`config.mk`:
```
export PLATFORM = sky130hd
export DESIGN_NAME = mc_perf_bank
export DESIGN_NICKNAME = d
export VERILOG_FILES = /design/src/rtl/mcpb_pkg.sv /design/src/rtl/mcpb_regif.sv /design/src/rtl/mcpb_cyc_cnt.sv /design/src/rtl/mcpb_evt_cnt.sv /design/src/rtl/mc_perf_bank.sv
export SDC_FILE = /design/constraint.sdc
export NUM_CORES = 1
export LEC_CHECK = 0
export BUFFER_PORTS_ARGS = -buffer_cell sky130_fd_sc_hd__buf_4
export CORE_UTILIZATION = 60
export CTS_CLUSTER_SIZE = 20
export DETAILED_ROUTE_END_ITERATION = 12
export GPL_ROUTABILITY_DRIVEN = 0
export PLACE_DENSITY_LB_ADDON = 0.2
export SYNTH_ARGS = -nofsm -noshare
export SYNTH_HDL_FRONTEND = slang
export SYNTH_HIERARCHICAL = 1
export SYNTH_SLANG_ARGS = --single-unit
```
`constraint.sdc`:
```
create_clock -name clk -period 9.8 [get_ports clk]
set_input_delay 0.98 -clock clk [delete_from_list [all_inputs] [get_ports clk]]
set_output_delay 0.98 -clock clk [all_outputs]
set_load 0.02 [all_outputs]
```
`src/rtl/mcpb_pkg.sv`:
```
package mcpb_pkg;
  localparam int OVF_BIT = 0;
  localparam int CLR_BIT = 1;
  localparam int EN_BIT  = 2;
  localparam int PRE_LSB = 16;
  localparam int SEL_LSB = 24;

  typedef struct packed {
    logic [7:0] sel;
    logic [7:0] pre;
    logic       en;
    logic       clr;
  } ctrl_cmd_t;

  function automatic ctrl_cmd_t unpack_cmd(input logic [31:0] w);
    ctrl_cmd_t c;
    c.sel = w[SEL_LSB +: 8];
    c.pre = w[PRE_LSB +: 8];
    c.en  = w[EN_BIT];
    c.clr = w[CLR_BIT];
    return c;
  endfunction

  function automatic logic [31:0] pack_ctrl(input logic [7:0] sel, input logic [7:0] pre,
                                            input logic en, input logic clr, input logic ovf);
    logic [31:0] w;
    w = '0;
    w[SEL_LSB +: 8] = sel;
    w[PRE_LSB +: 8] = pre;
    w[EN_BIT]  = en;
    w[CLR_BIT] = clr;
    w[OVF_BIT] = ovf;
    return w;
  endfunction
endpackage

```
`src/rtl/mcpb_regif.sv`:
```
module mcpb_regif
  import mcpb_pkg::*;
#(
  parameter int NUM_CNT = 4,
  parameter int CNT_W   = 32,
  parameter int ADDR_W  = 8
) (
  input  logic                          clk,
  input  logic                          rst,
  input  logic                          wr_en,
  input  logic                          rd_en,
  input  logic [ADDR_W-1:0]             addr,
  input  logic [NUM_CNT-1:0][31:0]      ctrl_words,
  input  logic [NUM_CNT-1:0][CNT_W-1:0] counts,
  output logic [NUM_CNT-1:0]            wr_ctrl,
  output logic [31:0]                   rdata
);
  localparam int CTRL_BASE = 'h00;
  localparam int CNT_BASE  = 'h20;
  localparam int STRIDE    = 4;

  logic [31:0] addr_ext;
  assign addr_ext = 32'(addr);

  genvar gi;
  generate
    for (gi = 0; gi < NUM_CNT; gi++) begin : g_wdec
      assign wr_ctrl[gi] = wr_en && (addr_ext == 32'(CTRL_BASE + STRIDE * gi));
    end
  endgenerate

  logic [31:0] rd_mux;
  always_comb begin
    rd_mux = '0;
    for (int i = 0; i < NUM_CNT; i++) begin
      if (addr_ext == 32'(CTRL_BASE + STRIDE * i)) rd_mux = ctrl_words[i];
      if (addr_ext == 32'(CNT_BASE + STRIDE * i))  rd_mux = 32'(counts[i]);
    end
  end

  always_ff @(posedge clk) begin
    if (rst)        rdata <= '0;
    else if (rd_en) rdata <= rd_mux;
  end

  // read data only changes after a read strobe
  p_rd_hold_r2: assert property (@(posedge clk) disable iff (rst)
    !rd_en |=> $stable(rdata));
endmodule

```
`src/rtl/mcpb_cyc_cnt.sv`:
```
module mcpb_cyc_cnt
  import mcpb_pkg::*;
#(
  parameter int CNT_W     = 32,
  parameter int PRE_SHIFT = 16
) (
  input  logic             clk,
  input  logic             rst,
  input  logic             wr,
  input  logic             w_en,
  input  logic             w_clr,
  input  logic [7:0]       w_pre,
  input  logic             frz,
  output logic [31:0]      ctrl_word,
  output logic [CNT_W-1:0] count,
  output logic             running,
  output logic             wrap
);
  logic             en_q, armed_q, ovf_q;
  logic [7:0]       pre_q;
  logic [CNT_W-1:0] cnt_q;

  assign running = en_q && armed_q && !frz;
  assign wrap    = running && !wr && (cnt_q == '1);

  always_ff @(posedge clk) begin
    if (rst) begin
      en_q <= 1'b0; armed_q <= 1'b0; ovf_q <= 1'b0;
      pre_q <= '0;  cnt_q <= '0;
    end else if (wr) begin
      en_q  <= w_en;
      pre_q <= w_pre;
      if (!w_clr) begin
        cnt_q <= '0; ovf_q <= 1'b0; armed_q <= 1'b0;
      end else if (!armed_q) begin
        armed_q <= 1'b1;
        cnt_q   <= CNT_W'(w_pre) << PRE_SHIFT;
      end
    end else if (running) begin
      cnt_q <= cnt_q + CNT_W'(1);
      if (cnt_q == '1) ovf_q <= 1'b1;
    end
  end

  assign ctrl_word = pack_ctrl(8'h00, pre_q, en_q, armed_q, ovf_q);
  assign count     = cnt_q;

  // a disarmed cycle counter holds its count
  p_disarm_hold_r5: assert property (@(posedge clk) disable iff (rst)
    (!armed_q && !wr) |=> $stable(cnt_q));
  // passing all-ones lands on zero with overflow set
  p_wrap_zero_r10: assert property (@(posedge clk) disable iff (rst)
    wrap |=> (cnt_q == '0) && ovf_q);
  // without a write the count moves by at most one
  p_step_r6: assert property (@(posedge clk) disable iff (rst)
    !wr |=> (cnt_q == $past(cnt_q)) || (cnt_q == $past(cnt_q) + CNT_W'(1)));
endmodule

```
`src/rtl/mcpb_evt_cnt.sv`:
```
module mcpb_evt_cnt
  import mcpb_pkg::*;
#(
  parameter int CNT_W     = 32,
  parameter int EVT_W     = 64,
  parameter int PRE_SHIFT = 16
) (
  input  logic             clk,
  input  logic             rst,
  input  logic             wr,
  input  ctrl_cmd_t        cmd,
  input  logic [EVT_W-1:0] evt,
  input  logic             run_ok,
  output logic [31:0]      ctrl_word,
  output logic [CNT_W-1:0] count
);
  logic             en_q, ovf_q;
  logic [7:0]       pre_q, sel_q;
  logic [CNT_W-1:0] cnt_q;
  logic [255:0]     evt_pad;
  logic             code_ok, hit;

  assign evt_pad = 256'(evt);
  assign code_ok = (sel_q != 8'd0) && (32'(sel_q) < EVT_W);
  assign hit     = code_ok && evt_pad[sel_q];

  always_ff @(posedge clk) begin
    if (rst) begin
      en_q <= 1'b0; ovf_q <= 1'b0;
      pre_q <= '0;  sel_q <= '0; cnt_q <= '0;
    end else if (wr) begin
      en_q  <= cmd.en;
      pre_q <= cmd.pre;
      sel_q <= cmd.sel;
      if (!cmd.clr) begin
        cnt_q <= CNT_W'(cmd.pre) << PRE_SHIFT;
        ovf_q <= 1'b0;
      end
    end else if (en_q && !ovf_q && run_ok && hit) begin
      if (cnt_q == '1) ovf_q <= 1'b1;
      else             cnt_q <= cnt_q + CNT_W'(1);
    end
  end

  assign ctrl_word = pack_ctrl(sel_q, pre_q, en_q, 1'b1, ovf_q);
  assign count     = cnt_q;

  // a saturated counter stays put until rewritten
  p_sat_hold_r9: assert property (@(posedge clk) disable iff (rst)
    (ovf_q && !wr) |=> ovf_q && $stable(cnt_q));
  // nothing moves while the master is not running
  p_freeze_r10: assert property (@(posedge clk) disable iff (rst)
    (!run_ok && !wr) |=> $stable(cnt_q));
  // unmapped codes never advance
  p_nomap_r8: assert property (@(posedge clk) disable iff (rst)
    ((sel_q == 8'd0 || 32'(sel_q) >= EVT_W) && !wr) |=> $stable(cnt_q));
  // count advances by at most one per edge
  p_step_r7: assert property (@(posedge clk) disable iff (rst)
    !wr |=> (cnt_q == $past(cnt_q)) || (cnt_q == $past(cnt_q) + CNT_W'(1)));
endmodule

```
`src/rtl/mc_perf_bank.sv`:
```
module mc_perf_bank
  import mcpb_pkg::*;
#(
  parameter int NUM_CNT   = 4,
  parameter int CNT_W     = 32,
  parameter int EVT_W     = 64,
  parameter int PRE_SHIFT = 16,
  parameter int ADDR_W    = 8
) (
  input  logic              clk,
  input  logic              rst,
  input  logic              reg_wr,
  input  logic              reg_rd,
  input  logic [ADDR_W-1:0] reg_addr,
  input  logic [31:0]       reg_wdata,
  output logic [31:0]       reg_rdata,
  input  logic [EVT_W-1:0]  evt_in,
  output logic              irq
);
  ctrl_cmd_t                    cmd;
  logic [NUM_CNT-1:0]           wr_ctrl;
  logic [NUM_CNT-1:0][31:0]     ctrl_words;
  logic [NUM_CNT-1:0][CNT_W-1:0] counts;
  logic                         cyc_run, cyc_wrap, irq_q;
  logic                         wdata_unused;

  assign cmd          = unpack_cmd(reg_wdata);
  assign wdata_unused = ^{reg_wdata[15:3], reg_wdata[0]};

  mcpb_regif #(.NUM_CNT(NUM_CNT), .CNT_W(CNT_W), .ADDR_W(ADDR_W)) u_regif (
    .clk(clk), .rst(rst), .wr_en(reg_wr), .rd_en(reg_rd), .addr(reg_addr),
    .ctrl_words(ctrl_words), .counts(counts), .wr_ctrl(wr_ctrl), .rdata(reg_rdata)
  );

  mcpb_cyc_cnt #(.CNT_W(CNT_W), .PRE_SHIFT(PRE_SHIFT)) u_cyc (
    .clk(clk), .rst(rst), .wr(wr_ctrl[0]), .w_en(cmd.en), .w_clr(cmd.clr),
    .w_pre(cmd.pre), .frz(irq_q), .ctrl_word(ctrl_words[0]), .count(counts[0]),
    .running(cyc_run), .wrap(cyc_wrap)
  );

  genvar gi;
  generate
    for (gi = 1; gi < NUM_CNT; gi++) begin : g_evt
      mcpb_evt_cnt #(.CNT_W(CNT_W), .EVT_W(EVT_W), .PRE_SHIFT(PRE_SHIFT)) u_evt (
        .clk(clk), .rst(rst), .wr(wr_ctrl[gi]), .cmd(cmd), .evt(evt_in),
        .run_ok(cyc_run), .ctrl_word(ctrl_words[gi]), .count(counts[gi])
      );
    end
  endgenerate

  always_ff @(posedge clk) begin
    if (rst)                        irq_q <= 1'b0;
    else if (wr_ctrl[0] && !cmd.en) irq_q <= 1'b0;
    else if (cyc_wrap)              irq_q <= 1'b1;
  end

  assign irq = irq_q;

  // interrupt held until the cycle counter is disabled
  p_irq_hold_r11: assert property (@(posedge clk) disable iff (rst)
    (irq_q && !(wr_ctrl[0] && !cmd.en)) |=> irq_q);
  // a wrap raises the interrupt on the next edge
  p_irq_rise_r10: assert property (@(posedge clk) disable iff (rst)
    cyc_wrap |=> irq_q);
  // count offsets never produce control writes
  p_cnt_wr_ignored_r13: assert property (@(posedge clk) disable iff (rst)
    (reg_wr && reg_addr >= ADDR_W'(8'h20)) |-> (wr_ctrl == '0));
endmodule

```
==> metrics.txt, run 1 <==
vias per inst between 6 and 7; CP max FO 59; Critical Path RT slightly above 10 ns; CTS Buffer Depth 3; RSZ-0062 raised after global routing no; Tmin final 4.219 ns; most used cell, CP a31oi_1; Layout area overhead 6.113%; CP Capture Point g_evt[1].u_evt/count[18]; critical path cell sequence mux4_1, mux2i_1, and4b_2, a31oi_1, and4_1, a21oi_4, o21ai_0, a31oi_1; Inserted Clock Buffers 26; Async S/R FF share, synth 0%; hold_buf cts 0; Synth Area per Inst slightly above 8 um2; layout cells sized above 1 14.58%; Buffers & Inverters on Critical Path 0; Reg power frac 45.3%; DR iter-0 viols about 1900; Worst-path clk slew about 0.060 ns; post-DR wirelength/cell between 20 and 25 um; largest net degree at the start of global routing between 90 and 100; CTS sink cnt between 200 and 250; Top Ports ~140; Global Route Usage Sum a little over a third; Syn Inst Count about 2000; initial antenna violation count 0; post-detailed-route count of antenna-violating nets 0; # fillers 2338; Max Cap Violations 0; routed via count about 16000; Post-CTS Setup Bufs 0; Internal between 1.5 and 2 mW; DRC 0; final core utilization around 65%; total power draw 2.059 mW; part of the cycle the worst path needs around 43%; Power Density around 120 nW/um2; max-slew violations 0; Die Height 168.7 um; CTS tree built; die area around 28000 um2; TNS Setup 0 ns; maximum VDD drop between 80 and 90 uV; DP Area roughly 17000 um2; Layout Cell Area excl Fill 17700 um2; Worst path depth 8; WL final approximately 53000 um; Post-synth EDFFs 0; combinational share of power 9.4%; Die X ~170 um; post-DP HPWL around 38000 um; critical path's slowest cell dfxtp_1; Critical R2R Capture g_evt[1].u_evt/count[18]; Worst Reg-to-Reg Cells 8; Seq/Total Area, Yosys approximately 27%; vias in the first global route roughly 14000; Worst Hold Class reg2reg; kind of critical path reg2reg; final hold viol count 0; Crit. End Element flip-flop; slew margin rel. ~14%; Yosys cell types approximately 110; startpoint class of the critical path flip-flop; Reg2Reg Launch Point g_evt[1].u_evt/sel_q[1]; GR Overflow Total 0; Max Clk Rate ~0.24 GHz; number of nets in the layout between 2000 and 2500; Worst Max-Slew Pin Slew between 1 and 1.5 ns; switching pwr ~0.52 mW; outcome completed; PostCTS Resize Cnt 0; clock skew 0.01528 ns; Worst EP arrival ~4.7 ns; ys flop type dfxtp_1; Setup violations, final 0; initial core utilization about 62%; number of synthesized register bits ~230; Leak Pwr 5.477 nW; synthesized cell area around 17000 um2; row count 60; final antenna diode count 0; worst setup path start g_evt[1].u_evt/sel_q[1]; area of the core between 20000 and 30000 um2; CP max stage delay roughly 1.1 ns; CP top delay family compound AO/OA/AOI/OAI gates; Port Buf Inserts around 130; Initial DRT Pass Iterations 6; Synth warnings 6; root buffer cell clkbuf_16; Reg2Reg Setup Slack around 5.6 ns; first-pass GRT wire length ~82000 um; H-tree levels 1; Clk Latency, worst-skew pair 0.54 ns; sw frac between 20% and 30%; clock power share a little under half
## cells in the mapped netlist (26+ instances only)
master	number	area [um2]
a2111oi_0	45	394.1
or4_1	44	330.3
mux2_2	26	292.8
mux2i_1	118	1181
buf_4	76	570.6
mux4_1	27	709.4
clkbuf_1	77	289.0
or3_1	37	231.5
a21oi_1	90	450.4
nand2_1	121	454.2
nor2_1	195	732.0
nand2b_1	55	344.1
nor4_1	32	200.2
a211oi_1	36	270.3
nand4_1	30	187.7
o21ai_0	69	345.3
inv_1	94	352.8
nand3_1	68	340.3
o31ai_1	55	412.9
nor3_1	71	355.3
dfxtp_1	226	4524
## sequential cells by signal (all words and copies together), names as in the netlist, 3 cells and up
name,cells
g_evt.u_evt/count,96
u_cyc/count,32
u_regif/rdata,32
g_evt.u_evt/pre_q,24
g_evt.u_evt/sel_q,24
u_cyc/pre_q,8
g_evt.u_evt/en_q,3
g_evt.u_evt/ovf_q,3
## worst min-delay path by stage
| stage | from | endpoint | slack, ns | cells past startpoint |
|---|---|---|---|---|
| 3_3_place_gp | g_evt[2].u_evt/pre_q[6] | g_evt[2].u_evt/pre_q[6] | 0.45 | 2 |
| 5_1_grt | g_evt[2].u_evt/pre_q[1] | g_evt[2].u_evt/pre_q[1] | 0.47 | 2 |
| 6_report | g_evt[2].u_evt/pre_q[1] | g_evt[2].u_evt/pre_q[1] | 0.47 | 2 |
| 4_1_cts | g_evt[2].u_evt/pre_q[1] | g_evt[2].u_evt/pre_q[1] | 0.47 | 2 |
| 2_1_floorplan | g_evt[2].u_evt/pre_q[1] | g_evt[2].u_evt/pre_q[1] | 0.44 | 2 |
| 3_5_place_dp | g_evt[2].u_evt/pre_q[1] | g_evt[2].u_evt/pre_q[1] | 0.46 | 2 |
## final cells by class
| class | instances | area (um2) | area share, % |
|---|---|---|---|
| clock buffers | 36 | 759.5 | 4.291 |
| clock inverters | 7 | 38.79 | 0.2191 |
| inverters | 95 | 356.6 | 2.015 |
| multi-input cells | 1503 | 10440 | 58.97 |
| flip-flops and latches | 226 | 4524 | 25.56 |
| well taps | 372 | 465.4 | 2.630 |
| repair buffers | 149 | 1119 | 6.319 |
## logic make-up after synthesis
group           synth area share, %
simple gates                  24.81
compound gates                20.66
buf+inv                       11.72
flops                         27.12
mux                           14.71
xor+xnor                     0.5251
other cells                  0.1575
fa+ha+maj                    0.3000
## tightest hold or removal path, cell delays in order, from the launching register on
cell     delay (ns)
dfxtp_1        0.31
nand2_1        0.06
a21oi_1        0.05
## routing by layer
| layer | up-vias | GRT usage [%] | wire [um] |
|---|---|---|---|
| met5 | - | 0 | 0 |
| met4 | 0 | 22.06 | 3429 |
| met3 | 171 | 5.518 | 4767 |
| met2 | 902 | 56.54 | 23660 |
| met1 | 7682 | 48.10 | 21560 |
| li1 | 7401 | - | - |
## power groups by stage
| stage | logic, mW | registers [mW] | clock network [mW] |
|---|---|---|---|
| 2_1_floorplan | 0.120 | 0.953 | 0 |
| 4_1_cts | 0.188 | 0.932 | 0.938 |
| 3_5_place_dp | 0.188 | 0.952 | 0 |
| 6_report | 0.194 | 0.932 | 0.933 |
| 3_3_place_gp | 0.184 | 0.952 | 0 |
| 5_1_grt | 0.205 | 0.932 | 0.974 |
## layout by cell type (no fill, tap or decap), drive strengths merged, types with 39 or more instances in the layout
cell     count
dfxtp      226
nor2       196
buf        149
nand2      121
mux2i      118
inv         95
a21oi       93
nor3        73
o21ai       72
nand3       69
o31ai       64
conb        63
nand2b      55
or4         46
a2111oi     45
mux4        39
## per-stage QoR
| step | hold slack [ns] | setup WS (ns) | std cells |
|---|---|---|---|
| detailed placement | 0.4571 | 5.259 | 2345 |
| finish | 0.4662 | 5.581 | 2388 |
| CTS | 0.4665 | 5.664 | 2388 |
| floorplan | 0.4428 | 6.019 | 2062 |
| global route | 0.4741 | 5.296 | 2388 |
| global placement | 0.4509 | 5.354 | 2345 |
(Power assumes the default switching activity.)
==> run 2, diff against run 1 <==
--- a/config.mk
+++ b/config.mk
@@ -5,8 +5,9 @@
 export SDC_FILE = /design/constraint.sdc
 export NUM_CORES = 1
 export LEC_CHECK = 0
+export ABC_AREA = 1
 export BUFFER_PORTS_ARGS = -buffer_cell sky130_fd_sc_hd__buf_4
-export CORE_UTILIZATION = 60
+export CORE_UTILIZATION = 56
 export CTS_CLUSTER_SIZE = 20
 export DETAILED_ROUTE_END_ITERATION = 12
 export GPL_ROUTABILITY_DRIVEN = 0
==> constraint.sdc (replaced) <==
create_clock -name clk -period 3.4 [get_ports clk]
set_input_delay 0.34 -clock clk [delete_from_list [all_inputs] [get_ports clk]]
set_output_delay 0.34 -clock clk [all_outputs]
set_load 0.02 [all_outputs]
==> run 2 against run 1 <==
Power rose to 2.9 times the previous value; design area rose by 3.9%; non-clock buffer count grew 9; clock power rose to 3.1 times the previous value; first-iteration DRC count rose by 42%; critical endpoint is now g_evt[3].u_evt/count[29].
==> metrics.txt, run 2 <==
outcome completed; initial core utilization ~57%; Layout area overhead 7.968%; hold_buf cts 0; post-DP HPWL roughly 42000 um; die area ~31000 um2; first-pass GRT wire length around 91000 um; Worst Max-Slew Pin Slew between 1 and 1.5 ns; layout cells sized above 1 roughly 8.4%; Setup violations, final 0; Global Route Usage Sum 36.54%; synthesized cell area between 15000 and 20000 um2; PostCTS Resize Cnt 0; WHS 0.06405 ns; CTS Buffer Depth 3; leading cell type in the layout, fill and taps excluded nand2_1; Post-CTS Setup Bufs 0; row count 63; max-slew violations 0; slew margin rel. between 30% and 40%; Crit. End Element flip-flop; Max Clk Rate about 0.37 GHz; DR iter-0 viols about 2600; DRC 0; Initial DRT Pass Iterations 9; top-count cell post-synth nand2_1; grt met2 use a little under three fifths; routed via count 19570; RSZ-0062 raised after global routing no; Buffers & Inverters on Critical Path 0; vias per inst between 5 and 6; CP top delay family simple AND/OR/NAND/NOR gates; root buffer cell clkbuf_16; Die Height between 150 and 200 um; maximum VDD drop 352.5 uV; GR peak layer met2; final hold viol count 0; Die X around 180 um; number of nets in the layout between 3000 and 4000; Syn Inst Count roughly 2900; worst setup slack after layout roughly 0.67 ns; TNS Setup 0 ns; largest net degree at the start of global routing between 60 and 70; CP max stage delay around 0.47 ns; startpoint class of the critical path flip-flop; vias in the first global route around 17000; most frequent cells in the layout nand2_1, nor2_1, nand3_1; Port Buf Inserts around 130; Synth Area per Inst 5.869 um2; final antenna diode count 0; Post-synth EDFFs 0; area of the core 29800 um2; critical path cell sequence nand2_1, nor2_1, nand4_1, a41oi_1, nand2_1, nor2_1, nand2_2, nand2_4, nand2_4, nand2_1, a21oi_1; grt met3 use between 5 and 6%; Worst-path clk slew approximately 0.060 ns; Largest register FFs 96; Setup WS pre-CTS between 0.5 and 0.6 ns; Leak Pwr ~7.6 nW; Critical Path RT roughly 3.8 ns; # fillers ~2900; most used cell, CP nand2_1; Max Cap Violations 0; part of the cycle the worst path needs between 80% and 90%; clock skew roughly 0.013 ns; H-tree levels 1; kind of critical path reg2reg; post-synth top area share a little over a quarter; CTS sink cnt roughly 230; Power Density 327.2 nW/um2; Synth warnings 6; post-synth top area cell dfxtp_1; Tmin final roughly 2.7 ns; Async S/R FF share, synth 0%; CP max FO 34; post-detailed-route count of antenna-violating nets 0; Seq/Total Area, Yosys between 20% and 30%; number of synthesized register bits 226; critical path's slowest cell nor2_1; initial antenna violation count 0; post-DR wirelength/cell approximately 18 um; CTS tree built; top cells by area, synth dfxtp_1, nand2_1, nand3_1, nor2_1, a21oi_1; ys flop type dfxtp_1; Inserted Clock Buffers 25; Worst EP arrival about 3.1 ns; Worst Hold Class in2reg; met1 usage roughly half; synth cell count leaders nand2_1, nor2_1, nand3_1; WL final approximately 59000 um; Yosys cell types 46; Top Ports approximately 140; GR Overflow Total 0; Clk Latency, worst-skew pair ~0.53 ns
[run 2: kinds of logic (layout without fill, tap and decap cells)]
family | Yosys count | count (layout) | share of synthesized area (%)
adders and majority gates | 4 | 4 | 0.2938
muxes | 2 | 2 | 0.1175
DFF | 226 | 226 | 26.56
xor gates and xnor gates | 75 | 75 | 3.855
buffers and inverters | 456 | 443 | 13.69
AOI/OAI and AO/OA | 367 | 367 | 11.38
other | 7 | 63 | 0.1542
and+or+nand+nor | 1766 | 1766 | 43.96
[run 2: cell type report]
type	count	area [um2]	area share (%)
Clock buffer	35	713.2	3.877
Clock inverter	10	150.1	0.8162
Inverter	240	910.9	4.952
Multi-Input combinational cell	2277	10420	56.66
Sequential cell	226	4524	24.60
Tap cell	390	488.0	2.653
Timing Repair Buffer	158	1186	6.448
[run 2: metrics by stage]
stage          util (%)  instance area [um2]  power, mW  std cells
4_1_cts           61.74                18400      6.025       3336
2_1_floorplan         -                17250      3.004       2959
5_1_grt           61.74                18400      6.171       3336
6_report          61.74                18400      6.020       3336
3_3_place_gp      58.84                17530      3.151       3291
3_5_place_dp      58.84                17530      3.159       3291
[run 2: final timing paths]
| check | from | end | slack, ns | cells past startpoint |
|---|---|---|---|---|
| worst max-delay path | u_cyc/armed_q | g_evt[3].u_evt/count[29] | 0.67 | 11 |
| worst min-delay path | reg_wdata[31] | g_evt[1].u_evt/sel_q[7] | 0.06 | 3 |
| worst max register to register | u_cyc/armed_q | g_evt[3].u_evt/count[29] | 0.67 | 11 |
| worst min register to register | g_evt[2].u_evt/pre_q[0] | g_evt[2].u_evt/pre_q[0] | 0.46 | 2 |
[run 2: layer usage]
metal | vias up | share of wire (%)
met3 | 185 | 11
li1 | 9262 | -
met5 | - | 0
met4 | 0 | 5.7
met1 | 8918 | 41
met2 | 1204 | 43
[run 2: worst min-delay path, cell delays in order]
cell	delay [ns]
buf_4	0.10
nor2_1	0.04
nor2_1	0.08
[run 2: power breakdown]
| group | internal (mW) | leakage [nW] | switching, mW |
|---|---|---|---|
| clock | 1.76 | 0.430 | 1.15 |
| sequential | 2.66 | 1.82 | 0.00886 |
| combinational | 0.156 | 5.36 | 0.290 |
| total | 4.57 | 7.62 | 1.45 |
